$ cat config.mk
export PLATFORM = sky130hd
export DESIGN_NAME = pdw_ctrl
export DESIGN_NICKNAME = d
export VERILOG_FILES = /design/src/rtl/pdw_pkg.sv /design/src/rtl/pdw_idle_timer.sv /design/src/rtl/pdw_power_fsm.sv /design/src/rtl/pdw_pad_ctrl.sv /design/src/rtl/pdw_ctrl.sv
export SDC_FILE = /design/constraint.sdc
export NUM_CORES = 1
export LEC_CHECK = 0
export CAP_MARGIN = 20
export CORE_UTILIZATION = 30
export CTS_BUF_LIST = sky130_fd_sc_hd__clkbuf_8
export CTS_CLUSTER_DIAMETER = 100
export DETAILED_ROUTE_END_ITERATION = 10
export SLEW_MARGIN = 15
export SYNTH_ARGS = -nofsm -noshare
export SYNTH_HDL_FRONTEND = slang
export SYNTH_SLANG_ARGS = --single-unit
$ cat constraint.sdc
create_clock -name clk -period 3.1 [get_ports clk]
set_input_delay 0.93 -clock clk [delete_from_list [all_inputs] [get_ports clk]]
set_output_delay 0.93 -clock clk [all_outputs]
set_load 0.02 [all_outputs]
$ cat src/rtl/pdw_pkg.sv
package pdw_pkg;
  typedef enum logic {
    PW_RUN  = 1'b0,
    PW_DOWN = 1'b1
  } pw_state_e;
endpackage

$ cat src/rtl/pdw_idle_timer.sv
// Counts consecutive idle cycles; flags the cycle that completes the limit.
module pdw_idle_timer #(
  parameter int CNT_W = 16
) (
  input  logic             clk,
  input  logic             rst_pin,
  input  logic             clr,
  input  logic             apm_en,
  input  logic             idle,
  input  logic [CNT_W-1:0] idle_limit,
  output logic             idle_hit
);
  localparam logic [CNT_W-1:0] CNT_MAX = '1;

  logic [CNT_W-1:0] cnt_q;
  logic             counting;
  logic [CNT_W:0]   seen;

  assign counting = apm_en && idle && !clr;
  assign seen     = {1'b0, cnt_q} + {{CNT_W{1'b0}}, 1'b1};
  assign idle_hit = counting && (idle_limit != '0) && (seen >= {1'b0, idle_limit});

  always_ff @(posedge clk or posedge rst_pin) begin
    if (rst_pin) begin
      cnt_q <= '0;
    end else if (!counting) begin
      cnt_q <= '0;
    end else if (cnt_q != CNT_MAX) begin
      cnt_q <= cnt_q + 1'b1;
    end
  end
endmodule

$ cat src/rtl/pdw_power_fsm.sv
// Power state, wake qualification and post-wake settling window.
module pdw_power_fsm
  import pdw_pkg::*;
#(
  parameter int ADDR_W   = 3,
  parameter int WAKE_DLY = 4,
  parameter int OFS_A    = 4,
  parameter int OFS_B    = 5
) (
  input  logic              clk,
  input  logic              rst_pin,
  input  logic              sw_rst,
  input  logic              rst_any,
  input  logic              pd_cmd,
  input  logic              idle_hit,
  input  logic              acc_valid,
  input  logic [ADDR_W-1:0] acc_addr,
  output logic              pd_state,
  output logic              wake_evt,
  output logic              ready
);
  localparam int DW = (WAKE_DLY < 1) ? 1 : $clog2(WAKE_DLY + 1);
  localparam logic [ADDR_W-1:0] WAKE_A = ADDR_W'(OFS_A);
  localparam logic [ADDR_W-1:0] WAKE_B = ADDR_W'(OFS_B);
  localparam logic [DW-1:0]     DLY_LD = DW'(WAKE_DLY);

  pw_state_e       state_q;
  logic [DW-1:0]   dly_q;
  logic            ofs_hit;
  logic            acc_wake;

  assign ofs_hit  = (acc_addr == WAKE_A) || (acc_addr == WAKE_B);
  assign acc_wake = (state_q == PW_DOWN) && acc_valid && ofs_hit;
  assign wake_evt = (state_q == PW_DOWN) && (acc_wake || rst_any);
  assign pd_state = (state_q == PW_DOWN);
  assign ready    = (state_q == PW_RUN) && !rst_any && (dly_q == '0);

  always_ff @(posedge clk or posedge rst_pin) begin
    if (rst_pin) begin
      state_q <= PW_RUN;
      dly_q   <= '0;
    end else if (sw_rst) begin
      state_q <= PW_RUN;
      dly_q   <= '0;
    end else begin
      case (state_q)
        PW_RUN: begin
          if (pd_cmd || idle_hit) begin
            state_q <= PW_DOWN;
            dly_q   <= '0;
          end else if (dly_q != '0) begin
            dly_q <= dly_q - 1'b1;
          end
        end
        default: begin
          if (acc_wake) begin
            state_q <= PW_RUN;
            dly_q   <= DLY_LD;
          end
        end
      endcase
    end
  end
endmodule

$ cat src/rtl/pdw_pad_ctrl.sv
// Drive-side pin enables and clock gate derived from the power state.
module pdw_pad_ctrl #(
  parameter int NUM_DRV = 6
) (
  input  logic               pd_state,
  input  logic               wake_evt,
  output logic [NUM_DRV-1:0] drv_oe,
  output logic               clk_en
);
  for (genvar i = 0; i < NUM_DRV; i++) begin : g_pad
    assign drv_oe[i] = !pd_state;
  end

  assign clk_en = !pd_state || wake_evt;
endmodule

$ cat src/rtl/pdw_ctrl.sv
module pdw_ctrl #(
  parameter int ADDR_W   = 3,
  parameter int CNT_W    = 16,
  parameter int NUM_DRV  = 6,
  parameter int WAKE_DLY = 4,
  parameter int OFS_A    = 4,
  parameter int OFS_B    = 5
) (
  input  logic               clk,
  input  logic               rst_pin,
  input  logic               sw_rst_dor,
  input  logic               sw_rst_dsr,
  input  logic               pd_cmd,
  input  logic               apm_en,
  input  logic               idle,
  input  logic [CNT_W-1:0]   idle_limit,
  input  logic               acc_valid,
  input  logic [ADDR_W-1:0]  acc_addr,
  output logic               pd_state,
  output logic [NUM_DRV-1:0] drv_oe,
  output logic               clk_en,
  output logic               ready,
  output logic               core_reset
);
  logic sw_rst;
  logic rst_any;
  logic idle_hit;
  logic wake_evt;

  assign sw_rst     = sw_rst_dor || sw_rst_dsr;
  assign rst_any    = rst_pin || sw_rst;
  assign core_reset = rst_any;

  pdw_idle_timer #(.CNT_W(CNT_W)) u_idle (
    .clk        (clk),
    .rst_pin    (rst_pin),
    .clr        (sw_rst || pd_state),
    .apm_en     (apm_en),
    .idle       (idle),
    .idle_limit (idle_limit),
    .idle_hit   (idle_hit)
  );

  pdw_power_fsm #(
    .ADDR_W   (ADDR_W),
    .WAKE_DLY (WAKE_DLY),
    .OFS_A    (OFS_A),
    .OFS_B    (OFS_B)
  ) u_fsm (
    .clk       (clk),
    .rst_pin   (rst_pin),
    .sw_rst    (sw_rst),
    .rst_any   (rst_any),
    .pd_cmd    (pd_cmd),
    .idle_hit  (idle_hit),
    .acc_valid (acc_valid),
    .acc_addr  (acc_addr),
    .pd_state  (pd_state),
    .wake_evt  (wake_evt),
    .ready     (ready)
  );

  pdw_pad_ctrl #(.NUM_DRV(NUM_DRV)) u_pad (
    .pd_state (pd_state),
    .wake_evt (wake_evt),
    .drv_oe   (drv_oe),
    .clk_en   (clk_en)
  );
endmodule

==> results of run 1 <==
## power by group through the flow
stage,sequential (mW),combinational (mW),clock [mW]
finish,0.264,0.100,0.199
CTS,0.263,0.0991,0.203
detailed placement,0.269,0.0994,0
global placement,0.269,0.0989,0
floorplan,0.269,0.0409,0
global route,0.264,0.112,0.211
## final cells by class
cell class              count  share of cell area [%]
repair buffers             59                    22.1
flip-flops and latches     20                    20.6
inverters                  35                    5.39
clock buffers               4                    2.26
well taps                  70                    3.59
multi-input cells         127                    46.1
## path summary, 6_finish.rpt
| path | start | end | slack (ps) |
|---|---|---|---|
| worst max register to register | u_idle.cnt_q[1] | u_fsm.dly_q[1] | 110 |
| worst min-delay path | u_fsm.dly_q[0] | u_fsm.dly_q[0] | 540 |
| min in group asynchronous | rst_pin | u_idle.cnt_q[5] | 840 |
| max in group asynchronous | rst_pin | u_idle.cnt_q[2] | 1730 |
| worst max-delay path | u_idle.cnt_q[1] | u_fsm.dly_q[1] | 110 |
| worst min register to register | u_fsm.dly_q[0] | u_fsm.dly_q[0] | 540 |
## worst register-to-register path: stages, from the launching register on
cell and delay (ps):
dfrtp_1 430, ha_4 190, nand3_4 150, buf_6 150
xor2_4 160, inv_1 60, ha_1 300, o21ai_1 80
nor2_1 70, o31ai_2 280, a2111oi_2 110, or3_4 370
or4_1 470, o21ai_1 90
## layer usage
| layer | share of wire (%) | vias up | global-route usage (%) | routed length [um] |
|---|---|---|---|---|
| li1 | - | 757 | - | - |
| met1 | 44 | 713 | 18.9 | 1730 |
| met2 | 53 | 17 | 25.2 | 2080 |
| met3 | 2.7 | 4 | 3.21 | 107 |
| met4 | 0.41 | 0 | 1.85 | 16 |
| met5 | 0 | - | 0 | 0 |
## cells by family after synthesis
kind of cell               count (synthesis)  share of synthesized area, %
xor gates and xnor gates                  15                          8.17
and+or+nand+nor                           58                          21.6
DFF                                       20                          31.1
muxes                                      1                         0.623
buffers and inverters                     42                          11.0
AOI/OAI and AO/OA                         34                          12.8
adders and majority gates                 19                          14.8
## flip-flops by register name, indices dropped and copies added, names as in the netlist
register and cells:
u_fsm.dly_q 3, u_fsm.pd_state 1, u_idle.cnt_q 16
## synthesized netlist by cell type, drive strengths merged, types with 6 or more instances
cell type  count  area, sq um
nand4          7         50.1
xor2           6         52.6
o21ai          7         35.0
nand3          6         40.0
nor2          11         43.8
dfrtp         20          500
ha            19          238
xnor2          9         78.8
a21oi         19         95.1
inv           35          131
nand2          6         22.5
## what timing repair did
action / in CTS / in global routing
setup endpoints to repair: 5 / 5
gates resized for setup: 31 / 28
pin swaps: 14 / 16
setup buffers: 3 / 6
==> out/results.ini, run 1 <==
[clock_network]
cts_tree=built
path_clk_slew_ps=70
cts_root_buffer=clkbuf_8
cts_buffers=3
ctsHoldBuffers=0
worstSkewPairLatency_ps=260
cts.sinks=20
htree_levels=1
ctsLongestPathBuffers=2

[place]
io_buffers=35
place_area_sq_um=2110
dp_hpwl_um=2820
place_congestion=0.746
place_inst=302
pre_cts_slack_ps=-443

[worst_setup_path]
crit_chain=ha_4 > nand3_4 > buf_6 > xor2_4 > inv_1 > ha_1 > o21ai_1 > nor2_1 > o31ai_2 > a2111oi_2 > or3_4 > or4_1 > o21ai_1
path_buf_inv=2
crit_family=simple AND/OR/NAND/NOR gates
worst-path-stages=13
cp_data_required_time_ps=3280
critPathMaxFanout=4
slowest_stage=or4_1
criticalPathCategory=reg -> reg
cp-end-kind=flop
worstPathArrival_ps=3170
critPathMaxStageDelay_ps=470
cp_common_cell=o21ai_1
critPathLaunchType=flop
r2r_cells=13

[status]
outcome=completed

[sta]
hold_violations=0
fin_crit_sh_pct=96.5
worst_slack_ps=108
fin_skew_ps=9.03
layout_min_cycle_time_ps=2990
max_slew_margin_pct=49.2
holdWs_ps=543
fmax_mhz=334
setup_violations=0
tns_ps=0
slew_violations=0
tightest_slew_ps=761

[power]
p_total_mw=0.563
leakagePower_nw=1.22
irDropWorstVdd_mv=0.174
pwr-share-comb_pct=17.8
swShare_pct=23.5
power_density_nw_per_um2=231
p_switching_mw=0.132
p_int_mw=0.431
p_seq_share_pct=46.9
p_clk_share_pct=35.4

[finish]
nNetsFinal=292
fin_cells=315
register_area_sq_um=502
area_growth_pct=51.7
drive_gt1_share_pct=26.1
nFillCells=532
design_area_sq_um=2440
layout_common_cells=inv_1 (33), clkdlybuf4s50_1 (25), buf_4 (21)
utilization_pct=47.4
antenna_cells=0
final_common_cell=inv_1
multi_input_area_sq_um=1120

[synth]
ys_warn_count=0
synth_cell_types=38
yosys_most_used_dff=dfrtp_1
ys_seq_area_share_pct=31.1
syn_nets=235
ys_ff_latch=20
syn_inst=189
synth_area_per_cell_sq_um=8.51
synth_area_sq_um=1610
synth_edf_count=0
postSynth.asyncResetShare_pct=100

[global_route]
grt_pass1_vias=1419
grt_max_degree=21
antenna_found_initial=0
grt_use_total_pct=14.5
grt_pass1_wl_um=6290
grt-ovfl-total=0

[job]
cap_violations=0

[floorplan]
die-area_sq_um=5660
start_util_pct=31.3
top_level_ports=37
fp-row-count=26
die_w_um=75.2
die_y_um=75.2
core_sq_um=5140

[routing]
drt_iter0_drc=48
dr.pass1.iters=4
drc=0
num_vias=1491
vias_per_cell=4.73
finalWirelength_um=3930
ant_nets=0
wire_per_inst_um=12.5

[min_path]
hp-class=reg -> reg
hold_depth=2

No activity file was read; power rests on OpenSTA's default activity.
==> inputs of run 2 (changes only) <==
--- a/config.mk
+++ b/config.mk
@@ -5,7 +5,6 @@
 export SDC_FILE = /design/constraint.sdc
 export NUM_CORES = 1
 export LEC_CHECK = 0
-export CAP_MARGIN = 20
 export CORE_UTILIZATION = 30
 export CTS_BUF_LIST = sky130_fd_sc_hd__clkbuf_8
 export CTS_CLUSTER_DIAMETER = 100
==> results of run 2 <==
The final DEF is identical to that of run 1; final timing and power are the same.
==> inputs of run 3 (changes only) <==
--- a/config.mk
+++ b/config.mk
@@ -5,10 +5,11 @@
 export SDC_FILE = /design/constraint.sdc
 export NUM_CORES = 1
 export LEC_CHECK = 0
-export CORE_UTILIZATION = 30
+export CORE_UTILIZATION = 47
 export CTS_BUF_LIST = sky130_fd_sc_hd__clkbuf_8
 export CTS_CLUSTER_DIAMETER = 100
 export DETAILED_ROUTE_END_ITERATION = 10
+export PLACE_DENSITY = 0.79
 export SLEW_MARGIN = 15
 export SYNTH_ARGS = -nofsm -noshare
 export SYNTH_HDL_FRONTEND = slang
==> out/results.ini, run 3 (same netlist as run 1, synthesis figures left out) <==
[status]
outcome=completed

[sta]
setup_violations=0
fmax_mhz=324
slew_violations=0
tns_ps=0
layout_min_cycle_time_ps=3090
tightest_slew_ps=765
max_slew_margin_pct=49.0
rsz0062_at_grt=true
holdWs_ps=548
fin_crit_sh_pct=99.6
hold_violations=0
fin_skew_ps=1.33

[routing]
drc=0
wire_per_inst_um=14.2
ant_nets=0
drt_iter0_drc=49
finalWirelength_um=4010
num_vias=1466
vias_per_cell=5.18
dr.pass1.iters=4

[finish]
largest_reg_flops=16
multi_input_area_sq_um=1050
layout_common_cells=inv_1 (34), clkdlybuf4s50_1 (26), dfrtp_1 (20)
antenna_cells=0
nNetsFinal=287
top_register=u_idle.cnt_q
drive_gt1_share_pct=21.3
area_growth_pct=41.7
fin_cells=283
register_area_sq_um=500
final_common_cell=inv_1
nFillCells=247

[floorplan]
start_util_pct=51.0
core_sq_um=3150
top_level_ports=37
die-area_sq_um=3660
die_w_um=60.5
die_y_um=60.5
fp-row-count=20

[job]
cap_violations=0

[clock_network]
cts_buffers=3
worstSkewPairLatency_ps=250
htree_levels=1
ctsLongestPathBuffers=2
path_clk_slew_ps=70
cts_tree=built
cts_root_buffer=clkbuf_8
cts.sinks=20

[power]
pwr-share-comb_pct=19.1
p_switching_mw=0.123
p_int_mw=0.403
p_clk_share_pct=30.9
power_density_nw_per_um2=231
p_seq_share_pct=50.0
p_total_mw=0.527
leakagePower_nw=1.16
swShare_pct=23.4
irDropWorstVdd_mv=0.272

[worst_setup_path]
criticalPathCategory=in -> reg
r2r_cells=14
worstPathArrival_ps=3260
cp-end-kind=flop
critPathLaunchType=input port
cp_data_required_time_ps=3280
critPathMaxFanout=4

[global_route]
grt_use_total_pct=21.1
grt_pass1_wl_um=5700
grt_max_degree=21
grt_pass1_vias=1365
antenna_found_initial=0
grt-ovfl-total=0

[min_path]
hold_depth=2
hp-class=reg -> reg

[place]
place_inst=273
place_congestion=0.808
dp_hpwl_um=2850
io_buffers=35

run 3: what timing repair did:
item | CTS | global route
setup endpoints to repair | 5 | 6
buffers inserted | 0 | 7
resized for setup | 19 | 23
pin swaps | 7 | 17
hold buffers | 0 | 0
run 3: cell type report:
class	instances	area share (%)
multi-input combinational	127	46.2
sequential	20	22.0
timing repair buffer	54	21.9
inverter	35	5.77
tap	44	2.42
clock buffer	3	1.81
run 3: critical path: stages:
cell and delay, ps:
clkdlybuf4s50_1 520, inv_1 100, ha_4 220, o21ai_1 80
nor2_1 80, o31ai_2 300, a2111oi_2 110, or3_4 370
or4_1 460, o21ai_1 90
run 3: through the flow:
step / area, sq um / utilization, % / setup WS, ps
after floorplan: 1610 / - / 175
after detailed placement: 2060 / 65.3 / -475
final: 2280 / 72.3 / 13.7
after global routing: 2280 / 72.3 / -105
after global placement: 2060 / 65.3 / -438
after CTS: 2110 / 66.8 / -69.7
run 3: power groups by stage:
stage / logic, mW / registers [mW] / clock network [mW]
final: 0.101 / 0.263 / 0.163
after global routing: 0.111 / 0.263 / 0.184
after CTS: 0.0977 / 0.263 / 0.170
after detailed placement: 0.0977 / 0.268 / 0
after global placement: 0.0960 / 0.268 / 0
after floorplan: 0.0409 / 0.269 / 0
run 3: worst paths after layout:
| path | start | end | slack (ps) |
|---|---|---|---|
| max | idle_limit[4] | u_fsm.dly_q[1] | 10 |
| min in group asynchronous | rst_pin | u_idle.cnt_q[6] | 870 |
| min reg2reg | u_fsm.dly_q[0] | u_fsm.dly_q[0] | 550 |
| max reg2reg | u_idle.cnt_q[1] | u_fsm.dly_q[1] | 20 |
| max in group asynchronous | rst_pin | u_fsm.dly_q[0] | 1760 |
| min | u_fsm.dly_q[0] | u_fsm.dly_q[0] | 550 |
run 3: layer usage:
| layer | global-route usage, % | vias up | wire [um] |
|---|---|---|---|
| met2 | 38.3 | 26 | 2200 |
| li1 | - | 751 | - |
| met4 | 2.60 | 0 | 25 |
| met3 | 5.54 | 4 | 98 |
| met5 | 0 | - | 0 |
| met1 | 25.7 | 685 | 1680 |
